--- config.mk ---
export PLATFORM = sky130hd
export DESIGN_NAME = irq_pend_tracker
export DESIGN_NICKNAME = d
export VERILOG_FILES = /design/src/rtl/irq_trk_pkg.sv /design/src/rtl/irq_id_decode.sv /design/src/rtl/irq_mask_expand.sv /design/src/rtl/irq_line_state.sv /design/src/rtl/irq_pend_tracker.sv
export SDC_FILE = /design/constraint.sdc
export NUM_CORES = 1
export LEC_CHECK = 0
export CAP_MARGIN = 20
export CORE_AREA = 2 2 119 121
export DETAILED_ROUTE_END_ITERATION = 16
export DIE_AREA = 0 0 121 123
export DONT_BUFFER_PORTS = 1
export MAX_ROUTING_LAYER = met4
export PLACE_DENSITY = 0.79
export SLEW_MARGIN = 20
export SYNTH_ARGS = -nofsm -noshare
export SYNTH_HDL_FRONTEND = slang
export SYNTH_SLANG_ARGS = --single-unit
--- constraint.sdc ---
create_clock -name clk -period 1.8 [get_ports clk]
set_clock_uncertainty 0.15 [all_clocks]
set_input_delay 0.09 -clock clk [delete_from_list [all_inputs] [get_ports clk]]
set_output_delay 0.09 -clock clk [all_outputs]
set_load 0.01 [all_outputs]
--- src/rtl/irq_trk_pkg.sv ---
package irq_trk_pkg;
  localparam int SHARED_BASE = 32;
  localparam int WORD_BITS   = 32;

  typedef struct packed {
    logic hw_set;
    logic hw_clr;
    logic sw_set;
    logic sw_clr;
    logic act;
    logic cfg_we;
  } line_req_t;
endpackage

--- src/rtl/irq_id_decode.sv ---
module irq_id_decode #(
  parameter int NUM_IRQ = 64,
  parameter int IDW     = $clog2(NUM_IRQ),
  localparam int NSH    = NUM_IRQ - irq_trk_pkg::SHARED_BASE
) (
  input  logic           vld,
  input  logic [IDW-1:0] id,
  output logic [NSH-1:0] hit,
  output logic           bad
);
  logic [31:0] idv;
  assign idv = 32'(id);

  for (genvar j = 0; j < NSH; j++) begin : g_hit
    localparam int LINE_ID = j + irq_trk_pkg::SHARED_BASE;
    assign hit[j] = vld && (idv == 32'(LINE_ID));
  end

  assign bad = vld && ((idv < 32'(irq_trk_pkg::SHARED_BASE)) || (idv >= 32'(NUM_IRQ)));
endmodule

--- src/rtl/irq_mask_expand.sv ---
module irq_mask_expand #(
  parameter int NUM_IRQ = 64,
  parameter int WW      = $clog2(NUM_IRQ / 32),
  localparam int NSH    = NUM_IRQ - irq_trk_pkg::SHARED_BASE
) (
  input  logic           vld,
  input  logic [WW-1:0]  word,
  input  logic [31:0]    mask,
  output logic [NSH-1:0] hit
);
  for (genvar j = 0; j < NSH; j++) begin : g_bit
    localparam int LINE_ID = j + irq_trk_pkg::SHARED_BASE;
    localparam int WIDX    = LINE_ID / irq_trk_pkg::WORD_BITS;
    localparam int BIDX    = LINE_ID % irq_trk_pkg::WORD_BITS;
    assign hit[j] = vld && (word == WW'(WIDX)) && mask[BIDX];
  end
endmodule

--- src/rtl/irq_line_state.sv ---
module irq_line_state
  import irq_trk_pkg::*;
(
  input  logic      clk,
  input  logic      rst,
  input  line_req_t req,
  input  logic      cfg_edge,
  input  logic      cfg_en,
  output logic      pend,
  output logic      active,
  output logic      enabled
);
  logic pend_q, act_q, en_q, edge_q, swmark_q;
  logic pend_d, swmark_d;
  logic as_edge;

  // Edge treatment for clear and activate: edge mode or software origin.
  assign as_edge = edge_q | swmark_q;

  always_comb begin
    pend_d = pend_q;
    if (req.hw_clr && !edge_q) pend_d = 1'b0;
    if (req.sw_clr && as_edge) pend_d = 1'b0;
    if (req.act    && as_edge) pend_d = 1'b0;
    if (req.sw_set)            pend_d = 1'b1;
    if (req.hw_set)            pend_d = 1'b1;

    if (req.hw_set)      swmark_d = 1'b0;
    else if (req.sw_set) swmark_d = 1'b1;
    else                 swmark_d = swmark_q;
    swmark_d = swmark_d & pend_d;
  end

  always_ff @(posedge clk) begin
    if (rst) begin
      pend_q   <= 1'b0;
      act_q    <= 1'b0;
      en_q     <= 1'b0;
      edge_q   <= 1'b0;
      swmark_q <= 1'b0;
    end else begin
      pend_q   <= pend_d;
      swmark_q <= swmark_d;
      if (req.act) act_q <= 1'b1;
      if (req.cfg_we) begin
        edge_q <= cfg_edge;
        en_q   <= cfg_en;
      end
    end
  end

  assign pend    = pend_q;
  assign active  = act_q;
  assign enabled = en_q;

  AST_HW_SET_PENDS: assert property (@(posedge clk) disable iff (rst)
    req.hw_set |=> pend_q);
  AST_LEVEL_CLR_NOP: assert property (@(posedge clk) disable iff (rst)
    (req.sw_clr && !as_edge && !req.hw_clr && !req.sw_set && !req.hw_set) |=> $stable(pend_q));
  AST_ACT_SETS_ACTIVE: assert property (@(posedge clk) disable iff (rst)
    req.act |=> act_q);
  AST_ACT_LEVEL_HOLD: assert property (@(posedge clk) disable iff (rst)
    (req.act && pend_q && !as_edge && !req.hw_clr) |=> pend_q);
  AST_EDGE_DEASSERT_HOLD: assert property (@(posedge clk) disable iff (rst)
    (req.hw_clr && edge_q && pend_q && !req.sw_clr && !req.act) |=> pend_q);
  AST_SET_WINS: assert property (@(posedge clk) disable iff (rst)
    ((req.hw_set || req.sw_set) && (req.sw_clr || req.hw_clr || req.act)) |=> pend_q);
endmodule

--- src/rtl/irq_pend_tracker.sv ---
module irq_pend_tracker
  import irq_trk_pkg::*;
#(
  parameter int NUM_IRQ = 64,
  parameter int IDW     = $clog2(NUM_IRQ),
  parameter int WW      = $clog2(NUM_IRQ / 32)
) (
  input  logic               clk,
  input  logic               rst,
  input  logic               hw_set_vld,
  input  logic [IDW-1:0]     hw_set_id,
  input  logic               hw_clr_vld,
  input  logic [IDW-1:0]     hw_clr_id,
  input  logic               swset_vld,
  input  logic [WW-1:0]      swset_word,
  input  logic [31:0]        swset_mask,
  input  logic               swclr_vld,
  input  logic [WW-1:0]      swclr_word,
  input  logic [31:0]        swclr_mask,
  input  logic               act_vld,
  input  logic [IDW-1:0]     act_id,
  input  logic               cfg_vld,
  input  logic [IDW-1:0]     cfg_id,
  input  logic               cfg_edge,
  input  logic               cfg_en,
  output logic [NUM_IRQ-1:0] pending_o,
  output logic [NUM_IRQ-1:0] active_o,
  output logic [NUM_IRQ-1:0] enabled_o,
  output logic               err_o
);
  localparam int NSH = NUM_IRQ - SHARED_BASE;

  logic [NSH-1:0] hs_hit, hc_hit, ss_hit, sc_hit, ac_hit, cf_hit;
  logic           hs_bad, hc_bad, ac_bad, cf_bad, any_bad;
  logic [NSH-1:0] pend_sh, act_sh, en_sh;
  logic           err_q;

  irq_id_decode #(.NUM_IRQ(NUM_IRQ), .IDW(IDW)) u_dec_hs (
    .vld(hw_set_vld), .id(hw_set_id), .hit(hs_hit), .bad(hs_bad));
  irq_id_decode #(.NUM_IRQ(NUM_IRQ), .IDW(IDW)) u_dec_hc (
    .vld(hw_clr_vld), .id(hw_clr_id), .hit(hc_hit), .bad(hc_bad));
  irq_id_decode #(.NUM_IRQ(NUM_IRQ), .IDW(IDW)) u_dec_ac (
    .vld(act_vld), .id(act_id), .hit(ac_hit), .bad(ac_bad));
  irq_id_decode #(.NUM_IRQ(NUM_IRQ), .IDW(IDW)) u_dec_cf (
    .vld(cfg_vld), .id(cfg_id), .hit(cf_hit), .bad(cf_bad));

  irq_mask_expand #(.NUM_IRQ(NUM_IRQ), .WW(WW)) u_exp_set (
    .vld(swset_vld), .word(swset_word), .mask(swset_mask), .hit(ss_hit));
  irq_mask_expand #(.NUM_IRQ(NUM_IRQ), .WW(WW)) u_exp_clr (
    .vld(swclr_vld), .word(swclr_word), .mask(swclr_mask), .hit(sc_hit));

  for (genvar j = 0; j < NSH; j++) begin : g_line
    line_req_t rq;
    assign rq.hw_set = hs_hit[j];
    assign rq.hw_clr = hc_hit[j];
    assign rq.sw_set = ss_hit[j];
    assign rq.sw_clr = sc_hit[j];
    assign rq.act    = ac_hit[j];
    assign rq.cfg_we = cf_hit[j];

    irq_line_state u_line (
      .clk(clk), .rst(rst), .req(rq),
      .cfg_edge(cfg_edge), .cfg_en(cfg_en),
      .pend(pend_sh[j]), .active(act_sh[j]), .enabled(en_sh[j]));
  end

  assign any_bad = hs_bad | hc_bad | ac_bad | cf_bad;

  always_ff @(posedge clk) begin
    if (rst) err_q <= 1'b0;
    else     err_q <= err_q | any_bad;
  end

  assign pending_o = {pend_sh, {SHARED_BASE{1'b0}}};
  assign active_o  = {act_sh,  {SHARED_BASE{1'b0}}};
  assign enabled_o = {en_sh,   {SHARED_BASE{1'b0}}};
  assign err_o     = err_q;

  AST_ERR_STICKY: assert property (@(posedge clk) disable iff (rst)
    err_q |=> err_q);
  AST_BAD_ID_FLAGS: assert property (@(posedge clk) disable iff (rst)
    any_bad |=> err_q);
  AST_PRIV_RANGE_ZERO: assert property (@(posedge clk) disable iff (rst)
    (pending_o[SHARED_BASE-1:0] == '0) && (active_o[SHARED_BASE-1:0] == '0));
endmodule

Yosys cells after proc, flatten, opt, wreduce, memory -nomap -nowiden:

Index checks and enable logic that the tools add are counted.
Widths: inputs -> output; s select.

* $add $sub $neg: 0
* $mul: 0
* divide/modulo/power cells: 0
* order comparisons: 8
* equality and inequality tests: 128
* shifts and indexed selects: 0
* multiplexer cells: 224
* bitwise gates (word level): 68
* reduce and logical (&&, ||, !) cells: 330

Operator list (number)
* $eq 6x6->1 const B: 128
* $logic_and 1x1->1: 294
* $mux 1: 224
* $or 1x1->1: 36
* $and 1x1->1: 32
* $logic_not 1->1: 32
* $ge 6x7->1 const B: 4
* $lt 6x6->1 const B: 4
* $logic_or 1x1->1: 4

* bits in registers: 161
* latch bits: 0
* memory bits (writable): 0
* ROM bits: 0
* output and inout port bits: 193
* logic and storage cells: 919
* memories: 0

Logic depth before layout (Yosys ltp):

Gate-level depths: netlist (run 1).

* depth after elaboration: 9
* mapped depth: 6

Modules after synthesis:

Synthesis (run 1) repeated with hierarchy kept, for this count alone.

* cell total of the unflattened synthesis: 1001
* area, all modules: 8730.9 um^2

Modules (own cells, without submodules)
* irq_line_state: times used 32, cells each 20, area each 202.7 um^2
* irq_id_decode: times used 4, cells each 46, area each 236.5 um^2
* irq_pend_tracker: times used 1, cells each 101, area each 758.2 um^2
* irq_mask_expand: times used 2, cells each 38, area each 270.3 um^2

Least setup slack after synthesis (run 1):

OpenSTA, ideal clock, no wires.

* path kind: input -> register
* start: input cfg_id[0]
* end: register g_line[2].u_line.edge_q
* arrival: 1179 ps
* required time: 1522 ps
* setup slack: 344 ps
* stages on the path: 6
* cell sequence: buf_2 > nand2b_1 > clkbuf_1 > or4_1 > mux2i_1 > nor2_1

* word-level cells in the longest chain between the ends: 2

RTL lines
* start, declared: line irq_pend_tracker.sv:23 `input logic [IDW-1:0] cfg_id,`
* $eq 6x6->1: line irq_id_decode.sv:16 `assign hit[j] = vld && (idv == 32'(LINE_ID));`
* $logic_and 1x1->1: line irq_id_decode.sv:16
* end signal, assigned: line irq_line_state.sv:46 `edge_q <= cfg_edge;`
* end, declared: line irq_line_state.sv:13 `logic pend_q, act_q, en_q, edge_q, swmark_q;`

Every way passes these cells.
A chain may end at the register's enable or synchronous reset.

Worst setup path in the final report (run 1):

* start: input hw_set_id[1]
* end: register g_line[21].u_line.pend_q

* word-level cells in the longest chain between the ends: 3

RTL lines
* start, declared: line irq_pend_tracker.sv:11 `input logic [IDW-1:0] hw_set_id,`
* $eq 6x6->1: line irq_id_decode.sv:16
* $logic_and 1x1->1: line irq_id_decode.sv:16
* $mux 1: line irq_line_state.sv:26 `if (req.hw_set) pend_d = 1'b1;`
* end signal, assigned: line irq_line_state.sv:42 `pend_q <= pend_d;`
* end, declared: line irq_line_state.sv:13

Every way passes these cells.

==> results.sh, run 1 <==
export IMPL_clkTransAtPathRegs_ns=0.07
export IMPL_crit_start="hw_set_id[1]"
export IMPL_fin_nets=1135
export IMPL_stdcell_count=1228
export IMPL_cellPowerDensity_nw_per_um2=842
export IMPL_violations="negative hold slack, negative setup slack"
export IMPL_first_pass_iters=5
export IMPL_clock_latency_ns=0.44
export IMPL_path_cells="nand4b_1 -> dlygate4sd3_1 -> nor2_1 -> a21oi_1 -> a21oi_1 -> dlygate4sd3_1"
export IMPL_cts_buffers=17
export IMPL_max_freq_ghz=0.552
export IMPL_die_height_microns=123
export IMPL_yosysUniqueCellTypes=41
export IMPL_drive_gt1_share_pct=8.97
export IMPL_cp_required_ns=2.02
export IMPL_portBuffers=0
export IMPL_grt_max_degree=84
export IMPL_p_seq_share_pct=44.9
export IMPL_clockBufferDepth=2
export IMPL_max_stage_delay_ns=0.70
export IMPL_path_max_fanout=9
export IMPL_period_share_pct=101
export IMPL_p_switching_uw=2180
export IMPL_hp_start="swclr_mask[27]"
export IMPL_synthFlopType="dfxtp_1"
export IMPL_syn_instance_count=995
export IMPL_placed_area_sq_um=7620
export IMPL_finalHoldViolations=2
export IMPL_setup_tns_ns=-0.0112
export IMPL_num_rows=43
export IMPL_ys_warn_count=0
export IMPL_synth_simple_gate_area_share_pct=15.8
export IMPL_hold_path_end="g_line[27].u_line.swmark_q"
export IMPL_ys_ff_latch=161
export IMPL_swShare_pct=26.3
export IMPL_dpl_cell_count=1042
export IMPL_drt_iter0_drc=1124
export IMPL_synthesis_area_sq_um=8500
export IMPL_holdWs_ns=-0.0832
export IMPL_synthXorXnorAreaFrac_pct=0
export IMPL_setup_ws_ns=-0.0112
export IMPL_slew_headroom_pct=45.3
export IMPL_synth_top_family_by_area="buffers and inverters"
export IMPL_initial_core_util_pct=62.5
export IMPL_grt_pass1_vias=7228
export IMPL_synth_mux_area_share_pct=7.53
export IMPL_ant_nets=0
export IMPL_reg2reg_from="g_line[22].u_line.edge_q"
export IMPL_grt_pass1_wl_microns=40500
export IMPL_ctsHtreeMaxLevel=4
export IMPL_synth_edf_count=0
export IMPL_arrival_ns=2.03
export IMPL_fin_area_sq_um=9840
export IMPL_vias=7705
export IMPL_cts_sinks=161
export IMPL_dp_hpwl_microns=17000
export IMPL_reg2reg_slack_ns=0.01
export IMPL_slew_violations=0
export IMPL_yosys_area_share_adder_pct=0
export IMPL_routedWlPerCell_microns=22.8
export IMPL_critPathCaptureType="register"
export IMPL_r2r_end="g_line[22].u_line.swmark_q"
export IMPL_internal_power_uw=6110
export IMPL_coreArea_sq_um=13600
export IMPL_seq_area_frac_synth_pct=37.9
export IMPL_tightestPinTransition_ns=0.821
export IMPL_synth_compound_area_share_pct=18.0
export IMPL_area_growth_pct=15.7
export IMPL_cp_slowest_cell="dlygate4sd3_1"
export IMPL_async_flop_share_pct=0
export IMPL_dieArea_sq_um=14900
export IMPL_avgSynthCellArea_sq_um=8.55
export IMPL_gp_congestion=0.937
export IMPL_fp_dieW_microns=121
export IMPL_cts_tree="yes"
export IMPL_routed_wl_microns=28000
export IMPL_pin_count=293
export IMPL_start_kind="input port"
export IMPL_hold_path_depth=3
export IMPL_rr_worst_depth=4
export IMPL_cts_root_buf="clkbuf_16"
export IMPL_grt_overflow_total=0
export IMPL_status="complete, but fails checks"
export IMPL_n_fill_cell=1029
export IMPL_setup_violations=1
export IMPL_grt_usage_pct=37.2
export IMPL_antennaDiodeCount=0
export IMPL_antenna_found_initial=0
export IMPL_path_class="input port to register"
export IMPL_hold_class="input port to register"
export IMPL_pwr_share_comb_pct=9.9
export IMPL_finalCriticalPeriod_ns=1.81
export IMPL_clkPwrFrac_pct=45.2
export IMPL_peakVddDrop_mv=0.622
export IMPL_drc_errors=0
export IMPL_via_per_inst=6.27
export IMPL_power_leakage_uw=0.00387
export IMPL_cap_viol_max_count=0
layout by cell type, fill, tap and decap left out, types with 2 or more instances in the layout:
master / Yosys / final
a21oi_1: 55 / 55
a221oi_1: 5 / 4
a31oi_1: 37 / 37
a32oi_1: 59 / 59
and2_1: 4 / 3
and3_1: 3 / 3
buf_4: 194 / 34
bufinv_16: 0 / 2
clkbuf_16: 0 / 17
clkbuf_8: 0 / 2
clkinv_4: 0 / 5
clkinvlp_4: 0 / 3
conb_1: 1 / 96
dfxtp_1: 161 / 145
dfxtp_2: 0 / 14
dfxtp_4: 0 / 2
dlygate4sd3_1: 0 / 148
dlymetal6s4s_1: 0 / 4
inv_1: 4 / 4
inv_6: 0 / 3
mux2i_1: 64 / 64
nand2_1: 13 / 13
nand2b_1: 4 / 4
nand3_1: 9 / 9
nand3b_1: 7 / 7
nand4_1: 2 / 2
nand4b_1: 6 / 6
nand4bb_1: 5 / 4
nor2_1: 158 / 158
nor2b_1: 5 / 5
nor3_1: 44 / 44
nor4_1: 3 / 2
nor4_2: 1 / 2
o21ai_0: 32 / 31
o31a_1: 32 / 32
or4_1: 7 / 7
power groups by stage:
| stage | Clock [uW] | Combinational (uW) | Sequential, uW |
|---|---|---|---|
| floorplan | 0 | 749 | 3750 |
| global placement | 0 | 530 | 3800 |
| global route | 3910 | 865 | 3720 |
| CTS | 3740 | 756 | 3720 |
| detailed placement | 0 | 536 | 3800 |
| finish | 3750 | 818 | 3720 |
final cells by class:
cell class	count	area, sq um	share of cell area [%]
multi-input combinational	662	3900	39.6
inverter	4	15.0	0.153
clock inverter	13	153	1.55
tap	180	225	2.29
sequential	161	3250	33.0
clock buffer	19	453	4.61
timing repair buffer	189	1850	18.8
metal layers:
| metal | track usage (%) | wire length [microns] | vias to the layer above |
|---|---|---|---|
| met5 | - | 0 | - |
| met1 | 44.5 | 10400 | 3585 |
| li1 | - | - | 3374 |
| met3 | 14.3 | 3800 | 122 |
| met4 | 17.4 | 1270 | 0 |
| met2 | 55.4 | 12500 | 624 |
worst max-delay path by stage:
stage                                      end  depth (start not counted)
floorplan              g_line[2].u_line.edge_q                          6
global placement     g_line[8].u_line.swmark_q                          4
detailed placement  g_line[24].u_line.swmark_q                          4
CTS                 g_line[19].u_line.swmark_q                          7
global route          g_line[3].u_line.enabled                          6
finish                  g_line[21].u_line.pend                          6
sequential cells by signal, indices dropped and copies added, names as in the netlist:
register	cells
g_line.u_line.active	32
g_line.u_line.edge_q	32
g_line.u_line.enabled	32
g_line.u_line.pend	32
g_line.u_line.swmark_q	32
err_o	1
what timing repair did:
item                                   in CTS  in global routing
gates resized for setup                     0                 27
setup endpoints to repair                   0                 33
hold buffers                              151                  7
endpoints found under the hold margin     161                  5
setup buffers                               0                  1
worst max-delay path, delay by kind of cell:
family / cells / cell delay [ns]
simple gates: 2 / 0.43
compound gates: 2 / 0.23
buf+inv: 2 / 1.28
cell families (layout without fill, tap and decap cells):
kind of cell,Yosys count,in the layout
other,1,96
AO/OA/AOI/OAI,223,223
AND/OR/NAND/NOR,279,279
flip-flops,161,161
buffers and inverters,267,225
multiplexers,64,64
metrics by stage:
step / utilization (%) / power, uW / setup WS, ns / hold slack, ns
final: 72.3 / 8280 / -0.0112 / -0.0832
after global routing: 72.3 / 8500 / -0.0409 / 0.0135
after CTS: 71.6 / 8220 / 0.0107 / 0.00547
after detailed placement: 56.0 / 4340 / 0.207 / 0.0236
after global placement: 56.0 / 4330 / 0.251 / 0.0203
after floorplan: - / 4500 / 0.344 / 0.0872
Yosys cell counts, drive strengths merged (5+ instances only):
cell type | count | area (sq um)
nand4bb | 5 | 56.3
nor3 | 44 | 220
a31oi | 37 | 231
dfxtp | 161 | 3220
a221oi | 5 | 43.8
o21ai | 32 | 160
a21oi | 55 | 275
nor2b | 5 | 31.3
or4 | 7 | 52.6
clkbuf | 45 | 170
nand3 | 9 | 45.0
nand3b | 7 | 52.6
a32oi | 59 | 517
buf | 218 | 1570
o31a | 32 | 280
nor2 | 158 | 593
mux2i | 64 | 641
nand4b | 6 | 52.6
nand2 | 13 | 48.8
No activity file was read; power rests on OpenSTA's default activity.
==> run 2: changes to the inputs <==
--- a/config.mk
+++ b/config.mk
@@ -6,12 +6,12 @@
 export NUM_CORES = 1
 export LEC_CHECK = 0
 export CAP_MARGIN = 20
-export CORE_AREA = 2 2 119 121
+export CORE_AREA = 2 2 117 119
 export DETAILED_ROUTE_END_ITERATION = 16
-export DIE_AREA = 0 0 121 123
+export DIE_AREA = 0 0 119 121
 export DONT_BUFFER_PORTS = 1
 export MAX_ROUTING_LAYER = met4
-export PLACE_DENSITY = 0.79
+export PLACE_DENSITY = 0.81
 export SLEW_MARGIN = 20
 export SYNTH_ARGS = -nofsm -noshare
 export SYNTH_HDL_FRONTEND = slang
==> constraint.sdc (replaced) <==
create_clock -name clk -period 2.2 [get_ports clk]
set_clock_uncertainty 0.15 [all_clocks]
set_input_delay 0.11 -clock clk [delete_from_list [all_inputs] [get_ports clk]]
set_output_delay 0.11 -clock clk [all_outputs]
set_load 0.01 [all_outputs]
==> results.sh, run 2 (synthesis gave the netlist of run 1 again) <==
export IMPL_status="finished clean"
export IMPL_start_kind="input port"
export IMPL_cts_sinks=161
export IMPL_cts_root_buf="clkbuf_16"
export IMPL_dp_hpwl_microns=16500
export IMPL_tightestPinTransition_ns=0.674
export IMPL_ant_nets=0
export IMPL_slew_headroom_pct=54.6
export IMPL_finalPower_uw=6540
export IMPL_peakVddDrop_mv=0.449
export IMPL_ctsHtreeMaxLevel=4
export IMPL_swShare_pct=26.1
export IMPL_cap_viol_max_count=0
export IMPL_drt_iter0_drc=949
export IMPL_cp_required_ns=2.42
export IMPL_drc_errors=0
export IMPL_routedWlPerCell_microns=22.4
export IMPL_die_height_microns=121
export IMPL_antennaDiodeCount=0
export IMPL_max_freq_ghz=0.489
export IMPL_rsz0062_at_grt="no"
export IMPL_cellPowerDensity_nw_per_um2=717
export IMPL_fp_dieW_microns=119
export IMPL_grt_usage_pct=36.2
export IMPL_setup_violations=0
export IMPL_grt_pass1_vias=6886
export IMPL_gp_congestion=0.948
export IMPL_internal_power_uw=4830
export IMPL_initial_core_util_pct=65.0
export IMPL_drive_gt1_share_pct=5.91
export IMPL_clockBufferDepth=2
export IMPL_hold_class="input port to register"
export IMPL_dieArea_sq_um=14400
export IMPL_pwr_share_comb_pct=9.8
export IMPL_num_rows=42
export IMPL_arrival_ns=2.27
export IMPL_setup_tns_ns=0
export IMPL_portBuffers=0
export IMPL_cts_setup_buffers=0
export IMPL_clkTransAtPathRegs_ns=0.06
export IMPL_max_stage_delay_ns=0.58
export IMPL_p_switching_uw=1710
export IMPL_path_cells="dlygate4sd3_1 -> or4b_4 -> nor2_1 -> a21oi_1 -> a21oi_1 -> dlygate4sd3_1"
export IMPL_hold_path_depth=3
export IMPL_grt_max_degree=103
export IMPL_vias=7362
export IMPL_coreArea_sq_um=13100
export IMPL_cts_buffers=17
export IMPL_critPathCaptureType="register"
export IMPL_layout_commonest_cell="dfxtp_1"
export IMPL_finalHoldViolations=0
export IMPL_clkPwrFrac_pct=43.7
export IMPL_via_per_inst=6.36
export IMPL_grt_pass1_wl_microns=38600
export IMPL_grt_overflow_total=0
export IMPL_pin_count=293
export IMPL_antenna_found_initial=0
export IMPL_rr_worst_depth=4
export IMPL_first_pass_iters=5
export IMPL_fin_nets=1068
export IMPL_p_seq_share_pct=46.5
export IMPL_cp_slowest_cell="dlygate4sd3_1"
export IMPL_period_share_pct=93.0
export IMPL_path_max_fanout=7
export IMPL_clock_latency_ns=0.43
export IMPL_layout_common_cells="161 x dfxtp_1, 156 x nor2_1, 104 x dlygate4sd3_1, 96 x conb_1, 64 x mux2i_1"
export IMPL_routed_wl_microns=25900
export IMPL_cts_tree="yes"
export IMPL_path_class="input port to register"
export IMPL_slew_violations=0
export IMPL_finalCriticalPeriod_ns=2.05
export IMPL_power_leakage_uw=0.00345
export IMPL_n_fill_cell=1049
export IMPL_area_growth_pct=7.33
run 2: cell types whose count changed in the layout (fill, tap and decap cells not counted), moves of 4 or more:
cell	delta
buf_4	-21
clkinv_2	+5
clkinv_4	-4
dfxtp_1	+16
dfxtp_2	-14
dlygate4sd3_1	-44
dlymetal6s4s_1	-4
run 2: cell type report:
type / instances / area (sq um) / share of cell area, %
inverter: 4 / 15.0 / 0.165
sequential: 161 / 3220 / 35.3
timing repair buffer: 122 / 1220 / 13.3
clock inverter: 13 / 111 / 1.22
clock buffer: 19 / 453 / 4.96
tap: 176 / 220 / 2.41
multi-input combinational: 662 / 3890 / 42.6
run 2: power by group through the flow:
stage	Sequential (uW)	Combinational, uW	Clock, uW
floorplan	3070	612	0
global placement	3110	431	0
detailed placement	3110	435	0
CTS	3040	611	2850
global route	3050	685	2990
finish	3040	641	2860
run 2: critical path: cells and delay by family:
family	cells	cell delay, ns
buffers and inverters	2	1.15
and+or+nand+nor	2	0.74
AOI/OAI and AO/OA	2	0.26
run 2: metal layers:
layer | vias up | track usage [%] | wire [microns]
met5 | - | - | 0
met4 | 0 | 20.0 | 1290
met3 | 118 | 11.6 | 3260
met2 | 542 | 53.4 | 11500
met1 | 3481 | 43.9 | 9780
li1 | 3221 | - | -
run 2: what timing repair did:
item | in CTS | in global routing
endpoints found under the setup margin | 0 | 3
hold buffers | 107 | 0
resized for setup | 0 | 3
hold endpoints to repair | 161 | 0
run 2: final timing paths:
check / from / to / slack [ns]
worst max-delay path: hw_set_id[1] / g_line[8].u_line.pend / 0.15
worst min-delay path: hw_set_vld / g_line[11].u_line.swmark_q / 0.02
worst max register to register: g_line[24].u_line.edge_q / g_line[24].u_line.swmark_q / 0.38
worst min register to register: g_line[18].u_line.active / g_line[18].u_line.active / 0.39
run 2: through the flow:
stage	utilization, %	worst slack [ns]	std cells	instance area, sq um	hold WS, ns
2_1_floorplan	-	0.724	1090	8860	0.107
3_3_place_gp	57.1	0.421	1018	7470	0.0425
3_5_place_dp	57.1	0.389	1018	7470	0.0417
4_1_cts	69.8	0.0902	1157	9130	0.00541
5_1_grt	69.7	0.132	1157	9130	0.0301
6_report	69.7	0.154	1157	9130	0.0247
